==> src/rtl/cfgrom_pkg.sv <==
package cfgrom_pkg;
  localparam int unsigned BYTE_W      = 8;
  localparam int unsigned DATA_START  = 13;
  localparam int unsigned LEN_FIELD_W = 12;
  localparam int unsigned HDR_LONG    = 22;
  localparam int unsigned HDR_SHORT   = 16;
  localparam int unsigned UID_FIRST   = 1;
  localparam int unsigned UID_LAST    = 8;
  localparam int unsigned DCRC_FIRST  = 9;
  localparam logic [7:0]  REV_SHORT   = 8'd3;
  localparam logic [7:0]  REV_BASE    = 8'd1;
  localparam logic [7:0]  CRC8_POLY   = 8'h07;
  localparam logic [7:0]  CRC8_SEED   = 8'hFF;
  localparam logic [31:0] CRC32_POLY  = 32'h82F63B78;
  localparam logic [31:0] CRC32_SEED  = 32'hFFFFFFFF;

  typedef enum logic {LAYOUT_LONG = 1'b0, LAYOUT_SHORT = 1'b1} layout_e;

  function automatic logic [7:0] crc8_step(input logic [7:0] s, input logic [7:0] b);
    logic [7:0] v;
    v = s ^ b;
    for (int k = 0; k < 8; k++)
      v = v[7] ? ((v << 1) ^ CRC8_POLY) : (v << 1);
    return v;
  endfunction

  function automatic logic [31:0] crc32c_step(input logic [31:0] s, input logic [7:0] b);
    logic [31:0] v;
    v = s ^ {24'd0, b};
    for (int k = 0; k < 8; k++)
      v = v[0] ? ((v >> 1) ^ CRC32_POLY) : (v >> 1);
    return v;
  endfunction
endpackage

==> src/rtl/cfgrom_crc8.sv <==
module cfgrom_crc8
  import cfgrom_pkg::*;
(
  input  logic       clk,
  input  logic       rst_n,
  input  logic       clr,
  input  logic       en,
  input  logic [7:0] din,
  output logic [7:0] crc
);
  always_ff @(posedge clk or negedge rst_n) begin
    if (!rst_n)   crc <= CRC8_SEED;
    else if (clr) crc <= CRC8_SEED;
    else if (en)  crc <= crc8_step(crc, din);
  end

  assert_idle_hold_R5: assert property (@(posedge clk) disable iff (!rst_n)
    (!clr && !en) |=> $stable(crc));
endmodule

==> src/rtl/cfgrom_crc32c.sv <==
module cfgrom_crc32c
  import cfgrom_pkg::*;
(
  input  logic        clk,
  input  logic        rst_n,
  input  logic        clr,
  input  logic        en,
  input  logic [7:0]  din,
  output logic [31:0] crc
);
  logic [31:0] state;

  always_ff @(posedge clk or negedge rst_n) begin
    if (!rst_n)   state <= CRC32_SEED;
    else if (clr) state <= CRC32_SEED;
    else if (en)  state <= crc32c_step(state, din);
  end

  assign crc = ~state;

  assert_idle_hold_R6: assert property (@(posedge clk) disable iff (!rst_n)
    (!clr && !en) |=> $stable(crc));
endmodule

==> src/rtl/cfgrom_lanes.sv <==
module cfgrom_lanes #(
  parameter int unsigned NUM_LANES = 22,
  parameter int unsigned IDX_W     = 13
) (
  input  logic                   clk,
  input  logic                   rst_n,
  input  logic                   first,
  input  logic                   acc,
  input  logic [IDX_W-1:0]       idx,
  input  logic [7:0]             din,
  output logic [NUM_LANES*8-1:0] lanes
);
  for (genvar k = 0; k < NUM_LANES; k++) begin : g_lane
    logic [7:0] q;
    always_ff @(posedge clk or negedge rst_n) begin
      if (!rst_n)
        q <= 8'd0;
      else if (first)
        q <= (k == 0) ? din : 8'd0;
      else if (acc && (idx == IDX_W'(k)))
        q <= din;
    end
    assign lanes[k*8 +: 8] = q;
  end
endmodule

==> src/rtl/cfgrom_hdr_check.sv <==
module cfgrom_hdr_check
  import cfgrom_pkg::*;
#(
  parameter int unsigned LEN_W = 13
) (
  input  logic             clk,
  input  logic             rst_n,
  input  logic [LEN_W-1:0] img_len,
  input  logic             in_valid,
  output logic             in_ready,
  input  logic [7:0]       in_data,
  output logic             done,
  output logic             hdr_ok,
  output logic             size_err,
  output logic             uid_err,
  output logic             crc_warn,
  output logic             rev_warn,
  output logic [4:0]       hdr_size,
  output logic [63:0]      uid,
  output logic [7:0]       revision,
  output logic [15:0]      vendor_id,
  output logic [15:0]      model_id,
  output logic [7:0]       model_rev,
  output logic [7:0]       rom_rev
);
  localparam int unsigned SUM_W = LEN_W + 1;

  logic             busy_q, done_q;
  logic [LEN_W-1:0] cnt_q, len_q;
  logic             acc, first, last;
  logic [LEN_W-1:0] idx, cur_len, len_in;
  logic [HDR_LONG*8-1:0] hdr;
  logic [7:0]       crc8_val;
  logic [31:0]      crc32_val;

  assign in_ready = !done_q;
  assign done     = done_q;
  assign acc      = in_valid && in_ready;
  assign first    = acc && !busy_q;
  assign idx      = busy_q ? cnt_q : '0;
  assign len_in   = (img_len == '0) ? LEN_W'(1) : img_len;
  assign cur_len  = busy_q ? len_q : len_in;
  assign last     = acc && (idx == cur_len - LEN_W'(1));

  always_ff @(posedge clk or negedge rst_n) begin
    if (!rst_n) begin
      busy_q <= 1'b0;
      done_q <= 1'b0;
      cnt_q  <= '0;
      len_q  <= LEN_W'(1);
    end else begin
      done_q <= last;
      if (first) len_q <= len_in;
      if (acc) begin
        busy_q <= !last;
        cnt_q  <= idx + LEN_W'(1);
      end
    end
  end

  cfgrom_lanes #(.NUM_LANES(HDR_LONG), .IDX_W(LEN_W)) u_lanes (
    .clk(clk), .rst_n(rst_n), .first(first), .acc(acc),
    .idx(idx), .din(in_data), .lanes(hdr)
  );

  cfgrom_crc8 u_crc8 (
    .clk(clk), .rst_n(rst_n), .clr(first),
    .en(acc && busy_q && (idx >= LEN_W'(UID_FIRST)) && (idx <= LEN_W'(UID_LAST))),
    .din(in_data), .crc(crc8_val)
  );

  cfgrom_crc32c u_crc32 (
    .clk(clk), .rst_n(rst_n), .clr(first),
    .en(acc && busy_q && (idx >= LEN_W'(DATA_START))),
    .din(in_data), .crc(crc32_val)
  );

  layout_e              layout;
  logic [LEN_FIELD_W-1:0] dlen;
  logic [SUM_W-1:0]     total;
  logic [31:0]          stored_dcrc;

  always_comb begin
    revision    = hdr[DATA_START*8 +: 8];
    layout      = (revision == REV_SHORT) ? LAYOUT_SHORT : LAYOUT_LONG;
    dlen        = {hdr[(DATA_START+2)*8 +: 4], hdr[(DATA_START+1)*8 +: 8]};
    total       = SUM_W'(dlen) + SUM_W'(DATA_START);
    stored_dcrc = hdr[DCRC_FIRST*8 +: 32];
    uid         = hdr[UID_FIRST*8 +: 64];

    size_err = (len_q < LEN_W'(HDR_SHORT)) || (total != SUM_W'(len_q));
    rev_warn = (revision != REV_SHORT) && (revision != REV_BASE);
    crc_warn = !size_err && (crc32_val != stored_dcrc);
    uid_err  = !size_err && (layout == LAYOUT_LONG) && (crc8_val != hdr[7:0]);
    hdr_ok   = !size_err && !uid_err;

    if (layout == LAYOUT_SHORT) begin
      hdr_size  = 5'(HDR_SHORT);
      vendor_id = '0;
      model_id  = '0;
      model_rev = '0;
      rom_rev   = '0;
    end else begin
      hdr_size  = 5'(HDR_LONG);
      vendor_id = hdr[16*8 +: 16];
      model_id  = hdr[18*8 +: 16];
      model_rev = hdr[20*8 +: 8];
      rom_rev   = hdr[21*8 +: 8];
    end
  end

  assert_stall_on_done_R1: assert property (@(posedge clk) disable iff (!rst_n)
    done |-> !in_ready);
  assert_done_single_R2: assert property (@(posedge clk) disable iff (!rst_n)
    done |=> !done);
  assert_done_after_byte_R2: assert property (@(posedge clk) disable iff (!rst_n)
    $rose(done) |-> $past(in_valid && in_ready));
  assert_results_hold_R2: assert property (@(posedge clk) disable iff (!rst_n)
    !(in_valid && in_ready) |=> ($stable(uid) && $stable(hdr_size) && $stable(size_err)));
  assert_count_in_len_R3: assert property (@(posedge clk) disable iff (!rst_n)
    busy_q |-> (cnt_q < len_q));
  assert_short_layout_R7: assert property (@(posedge clk) disable iff (!rst_n)
    (done && hdr_size == 5'(HDR_SHORT)) |-> (!uid_err && vendor_id == 16'd0));
  assert_warn_nonfatal_R6: assert property (@(posedge clk) disable iff (!rst_n)
    (done && crc_warn) |-> !size_err);
endmodule

==> config.mk <==
export PLATFORM = sky130hd
export DESIGN_NAME = cfgrom_hdr_check
export DESIGN_NICKNAME = d
export VERILOG_FILES = /design/src/rtl/cfgrom_pkg.sv /design/src/rtl/cfgrom_crc8.sv /design/src/rtl/cfgrom_crc32c.sv /design/src/rtl/cfgrom_lanes.sv /design/src/rtl/cfgrom_hdr_check.sv
export SDC_FILE = /design/constraint.sdc
export NUM_CORES = 1
export LEC_CHECK = 0
export BUFFER_PORTS_ARGS = -buffer_cell sky130_fd_sc_hd__buf_2
export CAP_MARGIN = 20
export CORE_UTILIZATION = 59
export CTS_CLUSTER_DIAMETER = 50
export DETAILED_ROUTE_END_ITERATION = 12
export GPL_ROUTABILITY_DRIVEN = 0
export PLACE_DENSITY = 0.78
export SYNTH_ARGS = -nofsm -noshare
export SYNTH_HDL_FRONTEND = slang
export SYNTH_SLANG_ARGS = --single-unit
export TNS_END_PERCENT = 50
==> constraint.sdc <==
create_clock -name clk -period 4.3 [get_ports clk]
set_input_delay 0.215 -clock clk [delete_from_list [all_inputs] [get_ports clk]]
set_output_delay 0.215 -clock clk [all_outputs]
set_load 0.01 [all_outputs]
==> results.ini, run 1 <==
[cts]
htreeDepth = 1
tritoncts = done
cts_resized = 0
postCtsHoldBufs = 13
ctsRootBufferMaster = clkbuf_16
clock_path_buffers = 3
clock_latency_ns = 0.54
post_cts_buffers = 0
path_clk_slew_ns = 0.07
numCtsBuffers = 27
cts_sinks = 240

[finish]
drive_gt1_frac = 0.202
fillers = 1712
num_antenna_cells = 0
area_growth_pct = 11.2
nets = 1496

[timing]
clock.fmax_mhz = 293
fin_skew_ns = 0.00780
worstMarginPinSlew_ns = 1.00
fin_tns_setup_ns = 0
fin_crit_ns = 3.41
setup_viol = 0
drv_slew = 0
hold_viol = 0
rsz0062_at_grt = false
finalCritPeriodShare = 0.794
relSlewSlack = 0.331
whs_ns = 0.0238
finalWorstSetupSlack_ns = 0.887

[drt]
drt_iter0_drc = 948
num_vias = 10507
dr.max_layer_used = met4
m1WireLength_mm = 14.8
drtPass1Iterations = 5
wl_met2_mm = 16.7
routed_via_density = 5.93
route.met3.wl_mm = 2.29
wirelength_mm = 34.9
drc = 0
ant_nets = 0
wire_per_inst_um = 19.7

[worst_hold_path]
hold_depth = 3
holdPathEnd = u_lanes.g_lane[6].q[6]
hp-start = in_data[6]
hp-class = in2reg

[critical_path]
cp_cell_sequence = or4_1, nor4b_1, nand2_1, buf_4, a221oi_1, buf_2
slowest_delay_ns = 0.55
crit-reg2reg-launch = busy_q
worstSetupStartpointType = register
crit_start = u_lanes.g_lane[13].q[5]
crit_cells = 6
cp_top_family = simple AND/OR/NAND/NOR gates
regToRegSetupSlack_ns = 0.91
slowest_stage = or4_1
cp_data_arrival_time_ns = 3.20
reg2reg_depth = 9
path_class = reg2out
critPathBufInv = 2
worstPathMaxFanout = 34
r2r_end = u_crc8.crc[2]
crit_path_end_kind = output pin
required_ns = 4.09

[power_and_ir_drop]
total_power_mw = 9.89
p_per_area_nw_per_um2 = 653
clock_power_share = 0.259
p_sw_frac = 0.361
vdd_drop_max_mv = 0.514
p_leak_nw = 7.28
pwr-share-seq = 0.321
p_comb_frac = 0.420
intPower_mw = 6.32
p_sw_mw = 3.56

[floorplan]
pin_count = 156
die_w_um = 154
die_area_sq_um = 23700
start_util = 0.602
die_h_um = 154
core_sq_um = 22600
rows = 55

[place]
io_buffers = 152
dpl_worst_slack_ns = 0.987
dp_hpwl_mm = 22.8

[global_route]
overflow = 0
antenna_found_initial = 0
grt_max_degree = 116
grt_pass1_wl_mm = 56.9
grt_pass1_vias = 10591
grt_usage = 0.302

[logic_synthesis]
synth_area_leaders = dfrtp_1 37%, mux2i_1 8.7%, dfstp_2 7.9%, xnor2_1 7.7%, buf_4 4.2%
synth_flop_cell = dfrtp_1
yosysSeqAreaShare = 0.444
syn_area_per_cell_sq_um = 9.58
synthCells = 1422
synth_commonest_cells = 199 x dfrtp_1, 152 x nand2_1, 146 x nor2_1
synth_top_area_cell = dfrtp_1
ys_types = 69
ys_async_sr_fraction = 1.00
yosysMostFrequentCell = dfrtp_1
synth_area_sq_um = 13600
synth_edf_count = 0
ys_ff_latch = 240
synth_warnings = 0
synth_top_area_share = 0.365

[run]
cap_viol_max_count = 0

[outcome]
status = complete, no violations

[per-stage QoR]
step / std cells / util / cell area [sq um]
2_1_floorplan: 1423 / - / 13600
3_3_place_gp: 1708 / 0.618 / 14000
6_report: 1772 / 0.669 / 15100
4_1_cts: 1771 / 0.668 / 15100
3_5_place_dp: 1708 / 0.618 / 14000
5_1_grt: 1772 / 0.669 / 15100
[worst max path at each step]
stage	endpoint
after floorplan	done
after global placement	done
after detailed placement	u_crc8.crc[4]
after CTS	hdr_ok
after global routing	hdr_ok
final	hdr_ok
[cells by family after synthesis]
family | share of synthesized area
AOI/OAI and AO/OA | 0.0875
xor gates and xnor gates | 0.119
adders and majority gates | 0.00551
buffers and inverters | 0.0741
DFF | 0.444
muxes | 0.0933
other | 0.000551
and+or+nand+nor | 0.176
[flip-flops by register name, summed over array words and instances (netlist names)]
name / flops
len_q: 13
u_crc32.state: 32
u_lanes.g_lane.q: 172
busy_q: 1
done: 1
cnt_q: 13
u_crc8.crc: 8
[tightest hold or removal path, cell delays in order]
cell	delay, ns
buf_2	0.16
nand3_1	0.08
a21oi_1	0.06
[per-layer routing]
| metal | vias up | global-route usage |
|---|---|---|
| li1 | 4839 | - |
| met1 | 5151 | 0.407 |
| met2 | 434 | 0.494 |
| met3 | 83 | 0.0454 |
| met4 | 0 | 0.115 |
| met5 | - | 0 |
[cell type report]
| cell class | instances | area, sq um | area share |
|---|---|---|---|
| clock buffer | 29 | 693 | 0.0458 |
| clock inverter | 21 | 303 | 0.0200 |
| inverter | 12 | 45.0 | 0.00297 |
| multi-input combinational | 997 | 6590 | 0.435 |
| sequential | 240 | 6060 | 0.400 |
| tap | 285 | 357 | 0.0235 |
| timing repair buffer | 188 | 1110 | 0.0730 |
[power by group through the flow]
| stage | Clock, mW | Sequential (mW) | Combinational (mW) |
|---|---|---|---|
| after floorplan | 0 | 3.02 | 3.49 |
| after global placement | 0 | 3.19 | 4.00 |
| after detailed placement | 0 | 3.20 | 4.08 |
| after CTS | 2.58 | 3.16 | 4.13 |
| after global routing | 2.66 | 3.21 | 4.51 |
| final | 2.56 | 3.17 | 4.15 |
[placed cells by master (no fill, tap or decap), types with 7 or more instances in the layout]
master,netlist,routed
a21oi_1,65,65
nand3_1,45,45
nor3b_1,9,9
nand4_1,9,9
o21ai_0,37,37
dfstp_2,41,41
mux2i_1,118,118
nor2_1,146,145
dfrtp_1,199,198
nand2_1,152,152
inv_1,12,12
o22a_1,17,17
buf_2,12,151
nor4_1,16,16
and2_1,53,53
a31oi_1,26,25
mux2_2,8,8
buf_4,77,21
xor2_1,48,48
or3_1,7,7
nor3_1,18,18
xnor2_1,120,120
dlygate4sd3_1,0,13
clkbuf_16,0,27
(Power assumes the default switching activity.)
==> inputs of run 2 (changes only) <==
==> constraint.sdc (replaced) <==
create_clock -name clk -period 3.6 [get_ports clk]
set_input_delay 0.18 -clock clk [delete_from_list [all_inputs] [get_ports clk]]
set_output_delay 0.18 -clock clk [all_outputs]
set_load 0.01 [all_outputs]
==> run 2 against run 1 <==
Effect of this change: count of clock-buffer cells in the layout grew 14; critical path type is now in2reg; non-clock buffer count increased by 9; core utilization grew 0.088 points; first-iteration DRC count is 0.21% higher; via count fell by 0.68%; clock skew up 0.0089 ns; sequential share of layout area is 0.053 points lower; power grew 18%; global-route usage hardly changed; final area rose by 0.13%; wire length is 0.47% higher.
==> results.ini, run 2 (same netlist as run 1, synthesis figures left out) <==
[outcome]
status = complete, no violations

[finish]
largest_registers = u_lanes.g_lane.q (172), u_crc32.state (32)
num_antenna_cells = 0
final_common_cell = dfrtp_1
drive_gt1_frac = 0.205
nets = 1507
layout_common_cells = 198 x dfrtp_1, 152 x nand2_1, 151 x buf_2
regArea_sq_um = 6060
fillers = 1767
multi_input_area_sq_um = 6590
fin_cells = 1785
largest_register_ffs = 172
regMostFlops = u_lanes.g_lane.q
area_growth_pct = 11.3
fin_util = 0.670
final_design_area_no_fill_sq_um = 15200

[timing]
whs_ns = 0.0356
finalCritPeriodShare = 0.911
rsz0062_at_grt = false
fin_skew_ns = 0.0167
finalWorstSetupSlack_ns = 0.322
worstMarginPinSlew_ns = 0.857
fin_tns_setup_ns = 0
hold_viol = 0
clock.fmax_mhz = 305
fin_crit_ns = 3.28
setup_viol = 0
drv_slew = 0
relSlewSlack = 0.429

[drt]
m1WireLength_mm = 14.7
wirelength_mm = 35.1
num_vias = 10436
wl_met2_mm = 16.9
drt_iter0_drc = 950
drtPass1Iterations = 6
wire_per_inst_um = 19.6
drc = 0
route.met3.wl_mm = 2.37
routed_via_density = 5.85
ant_nets = 0
dr.max_layer_used = met4

[global_route]
grt_pass1_vias = 10450
grt_pass1_wl_mm = 56.6
grt_usage = 0.302
grt_max_degree = 101
overflow = 0
antenna_found_initial = 0

[cts]
numCtsBuffers = 29
clock_path_buffers = 3
post_cts_buffers = 0
ctsRootBufferMaster = clkbuf_16
cts_sinks = 240
tritoncts = done
clock_latency_ns = 0.55
cts_resized = 0
htreeDepth = 1
path_clk_slew_ns = 0.06

[floorplan]
die_w_um = 154
die_area_sq_um = 23700
core_sq_um = 22600
die_h_um = 154
pin_count = 156
rows = 55
start_util = 0.602

[place]
dpl.cell_count = 1718
dpl_worst_slack_ns = 0.343
place_area_sq_um = 14100
io_buffers = 152
dp_hpwl_mm = 23.4

[critical_path]
cp_data_arrival_time_ns = 3.71
worstPathMaxFanout = 5
cp_top_family = simple AND/OR/NAND/NOR gates
slowest_stage = or4_4
path_class = in2reg
cp_cell_sequence = dlygate4sd3_1, buf_2, or4_4, o41a_1, and2_4, inv_1, nand2_1, ha_1, nor3b_1, xnor2_1, mux2i_1, or3_1, or3_4, a2111oi_4
slowest_delay_ns = 0.55
crit_path_end_kind = register
critPathBufInv = 3
required_ns = 4.03
worstSetupStartpointType = input port

[run]
cap_viol_max_count = 0

[power_and_ir_drop]
p_per_area_nw_per_um2 = 772
vdd_drop_max_mv = 0.724
total_power_mw = 11.7
p_leak_nw = 7.31

[worst_hold_path]
hp-class = in2reg

run 2: changes by cell type in the layout (fill, tap and decap cells not counted), sizes merged:
cell      delta
clkinv       -2
buf          +9
clkbuf      +14
clkinvlp     -4
bufinv       -4
run 2: worst paths after layout:
check	to	cells after the start	from	slack, ns
worst max-delay path	done	14	img_len[5]	0.32
worst min-delay path	u_crc32.state[27]	3	in_data[3]	0.04
worst max register to register	u_lanes.g_lane[6].q[2]	7	cnt_q[11]	0.57
worst min register to register	u_lanes.g_lane[8].q[3]	2	u_lanes.g_lane[8].q[3]	0.48
max in group asynchronous	len_q[10]	3	rst_n	2.36
min in group asynchronous	len_q[5]	2	rst_n	0.25
run 2: worst register-to-register path, delay by kind of cell, from the launching register on:
family | cells | cell delay (ns)
flip-flops | 1 | 0.47
buffers and inverters | 1 | 0.34
AO/OA/AOI/OAI | 2 | 0.67
AND/OR/NAND/NOR | 4 | 1.40
run 2: repair_timing:
action,in CTS,in global routing
endpoints found under the setup margin,0,0
hold buffers,13,0
endpoints found under the hold margin,90,0
run 2: area by class of cell:
| class | count | area share |
|---|---|---|
| multi-input combinational | 997 | 0.434 |
| sequential | 240 | 0.399 |
| timing repair buffer | 197 | 0.0760 |
| clock buffer | 43 | 0.0553 |
| tap | 285 | 0.0235 |
| clock inverter | 11 | 0.00858 |
| inverter | 12 | 0.00297 |
run 2: power breakdown:
part | total, mW | switching [mW] | internal (mW)
clock | 2.92 | 1.16 | 1.76
combinational | 5.02 | 2.58 | 2.44
sequential | 3.77 | 0.498 | 3.28
total | 11.7 | 4.23 | 7.48
run 2: per-layer routing:
metal / up-vias / track usage
met3: 90 / 0.0538
met2: 403 / 0.504
met1: 5102 / 0.399
met5: - / 0
li1: 4841 / -
met4: 0 / 0.100
==> inputs of run 3 (changes only) <==
--- a/config.mk
+++ b/config.mk
@@ -7,11 +7,14 @@
 export LEC_CHECK = 0
 export BUFFER_PORTS_ARGS = -buffer_cell sky130_fd_sc_hd__buf_2
 export CAP_MARGIN = 20
-export CORE_UTILIZATION = 59
+export CELL_PAD_IN_SITES_DETAIL_PLACEMENT = 1
+export CELL_PAD_IN_SITES_GLOBAL_PLACEMENT = 1
+export CORE_UTILIZATION = 46
 export CTS_CLUSTER_DIAMETER = 50
 export DETAILED_ROUTE_END_ITERATION = 12
 export GPL_ROUTABILITY_DRIVEN = 0
-export PLACE_DENSITY = 0.78
+export GPL_TIMING_DRIVEN = 0
+export PLACE_DENSITY = 0.79
 export SYNTH_ARGS = -nofsm -noshare
 export SYNTH_HDL_FRONTEND = slang
 export SYNTH_SLANG_ARGS = --single-unit
==> run 3 against run 2 <==
Effect of this change: wire length up 27%; core utilization down 11 points; fmax down 4.5%; worst setup slack worse by 0.15 ns; register-to-register slack worse by 0.40 ns; via count up 9.1%; sequential power down 2%; clock skew down 0.0087 ns; combinational power up 5.0%.
==> results.ini, run 3 (same netlist as run 1, synthesis figures left out) <==
[outcome]
status = complete, no violations

[finish]
regArea_sq_um = 6060
largest_registers = u_lanes.g_lane.q (172), u_crc32.state (32)
area_growth_pct = 18.2
largest_register_ffs = 172
layout_common_cells = 199 x dfrtp_1, 156 x buf_2, 152 x nand2_1
final_common_cell = dfrtp_1
fillers = 3296
fin_util = 0.557
drive_gt1_frac = 0.225
regMostFlops = u_lanes.g_lane.q
nets = 1647
multi_input_area_sq_um = 6570
num_antenna_cells = 0

[power_and_ir_drop]
p_per_area_nw_per_um2 = 753
p_sw_mw = 4.49
intPower_mw = 7.65
pwr-share-seq = 0.306
clock_power_share = 0.260
p_comb_frac = 0.434
total_power_mw = 12.1
p_sw_frac = 0.370
vdd_drop_max_mv = 0.696
p_leak_nw = 7.76

[timing]
finalCritPeriodShare = 0.953
worstMarginPinSlew_ns = 1.10
fin_crit_ns = 3.43
rsz0062_at_grt = false
clock.fmax_mhz = 291
setup_viol = 0
drv_slew = 0
fin_skew_ns = 0.00803
hold_viol = 0
finalWorstSetupSlack_ns = 0.168
relSlewSlack = 0.265

[cts]
cts_sinks = 240
tritoncts = done
ctsRootBufferMaster = clkbuf_16
clock_path_buffers = 3
path_clk_slew_ns = 0.06
clock_latency_ns = 0.56
numCtsBuffers = 31
post_cts_buffers = 0
htreeDepth = 1

[critical_path]
cp_cell_sequence = buf_2, buf_6, clkbuf_4, clkbuf_4, mux2i_1, ha_2, nor3b_1, xnor2_1, mux2i_1, or3_1, or3_4, a2111oi_4
path_class = reg2reg
crit_path_end_kind = register
regToRegSetupSlack_ns = 0.17
required_ns = 4.05
slowest_stage = or3_4
slowest_delay_ns = 0.40
cp_data_arrival_time_ns = 3.88
reg2reg_depth = 12
r2r_end = done
crit-reg2reg-launch = busy_q
worstSetupStartpointType = register
worstPathMaxFanout = 19

[floorplan]
pin_count = 156
die_area_sq_um = 30300
start_util = 0.471
die_h_um = 174
die_w_um = 174
rows = 62
core_sq_um = 28900

[global_route]
antenna_found_initial = 0
grt_pass1_wl_mm = 70.1
grt_pass1_vias = 12167
overflow = 0
grt_usage = 0.295
grt_max_degree = 124

[drt]
wl_met2_mm = 21.8
num_vias = 11386
routed_via_density = 5.62
drt_iter0_drc = 932
wirelength_mm = 44.4
drc = 0
route.met3.wl_mm = 2.00
dr.max_layer_used = met4
m1WireLength_mm = 19.5
ant_nets = 0
drtPass1Iterations = 5
wire_per_inst_um = 21.9

[place]
dp_hpwl_mm = 31.4
dpl_worst_slack_ns = -0.876
io_buffers = 146

[worst_hold_path]
hp-class = in2async

[run]
cap_viol_max_count = 0

[run 3: worst max-delay path by stage]
stage / startpoint / end / slack, ns / cells past startpoint
5_1_grt: busy_q / done / 0.02 / 12
3_3_place_gp: rst_n / u_lanes.g_lane[4].q[1] / -2.11 / 1
3_5_place_dp: busy_q / done / -0.88 / 13
6_report: busy_q / done / 0.17 / 12
4_1_cts: busy_q / done / 0.06 / 12
2_1_floorplan: busy_q / done / 0.16 / 13
[run 3: metrics by stage]
step / TNS, ns / area [sq um] / instances / hold slack (ns)
2_1_floorplan: 0 / 13600 / 1423 / -0.116
3_3_place_gp: -459.60 / 14800 / 1953 / 0.444
3_5_place_dp: -23.89 / 14900 / 1955 / 0.0214
4_1_cts: 0 / 16100 / 2026 / 0.0194
5_1_grt: 0 / 16100 / 2026 / 0.0350
6_report: 0 / 16100 / 2026 / 0.0405
[run 3: per-layer routing]
layer,track usage,vias up
met3,0.0348,84
met4,0.0837,0
met5,0,-
met2,0.501,366
met1,0.398,5821
li1,-,5115
[run 3: final cells by class]
cell class / count / share of cell area
Timing Repair Buffer: 162 / 0.0581
Sequential cell: 240 / 0.376
Inverter: 12 / 0.00280
Buffer: 173 / 0.0606
Clock inverter: 18 / 0.0124
Tap cell: 384 / 0.0298
Clock buffer: 40 / 0.0527
Multi-Input combinational cell: 997 / 0.408
[run 3: repair_timing]
action,CTS,global route
pin swaps,0,0
resized for setup,4,7
hold endpoints to repair,213,0
hold buffers,14,0
endpoints found under the setup margin,103,17
[run 3: worst max-delay path: cells and delay by family (launching register included)]
kind | cells | cell delay [ns]
simple gates | 3 | 0.99
buf+inv | 4 | 0.99
mux | 2 | 0.35
flops | 1 | 0.33
fa+ha+maj | 1 | 0.27
compound gates | 1 | 0.20
xor+xnor | 1 | 0.18
[run 3: power by group through the flow]
stage	combinational [mW]	clock [mW]	sequential, mW
final	5.27	3.16	3.71
after global routing	5.75	3.31	3.76
after global placement	5.00	0	3.74
after detailed placement	5.19	0	3.75
after floorplan	4.17	0	3.60
after CTS	5.26	3.20	3.71
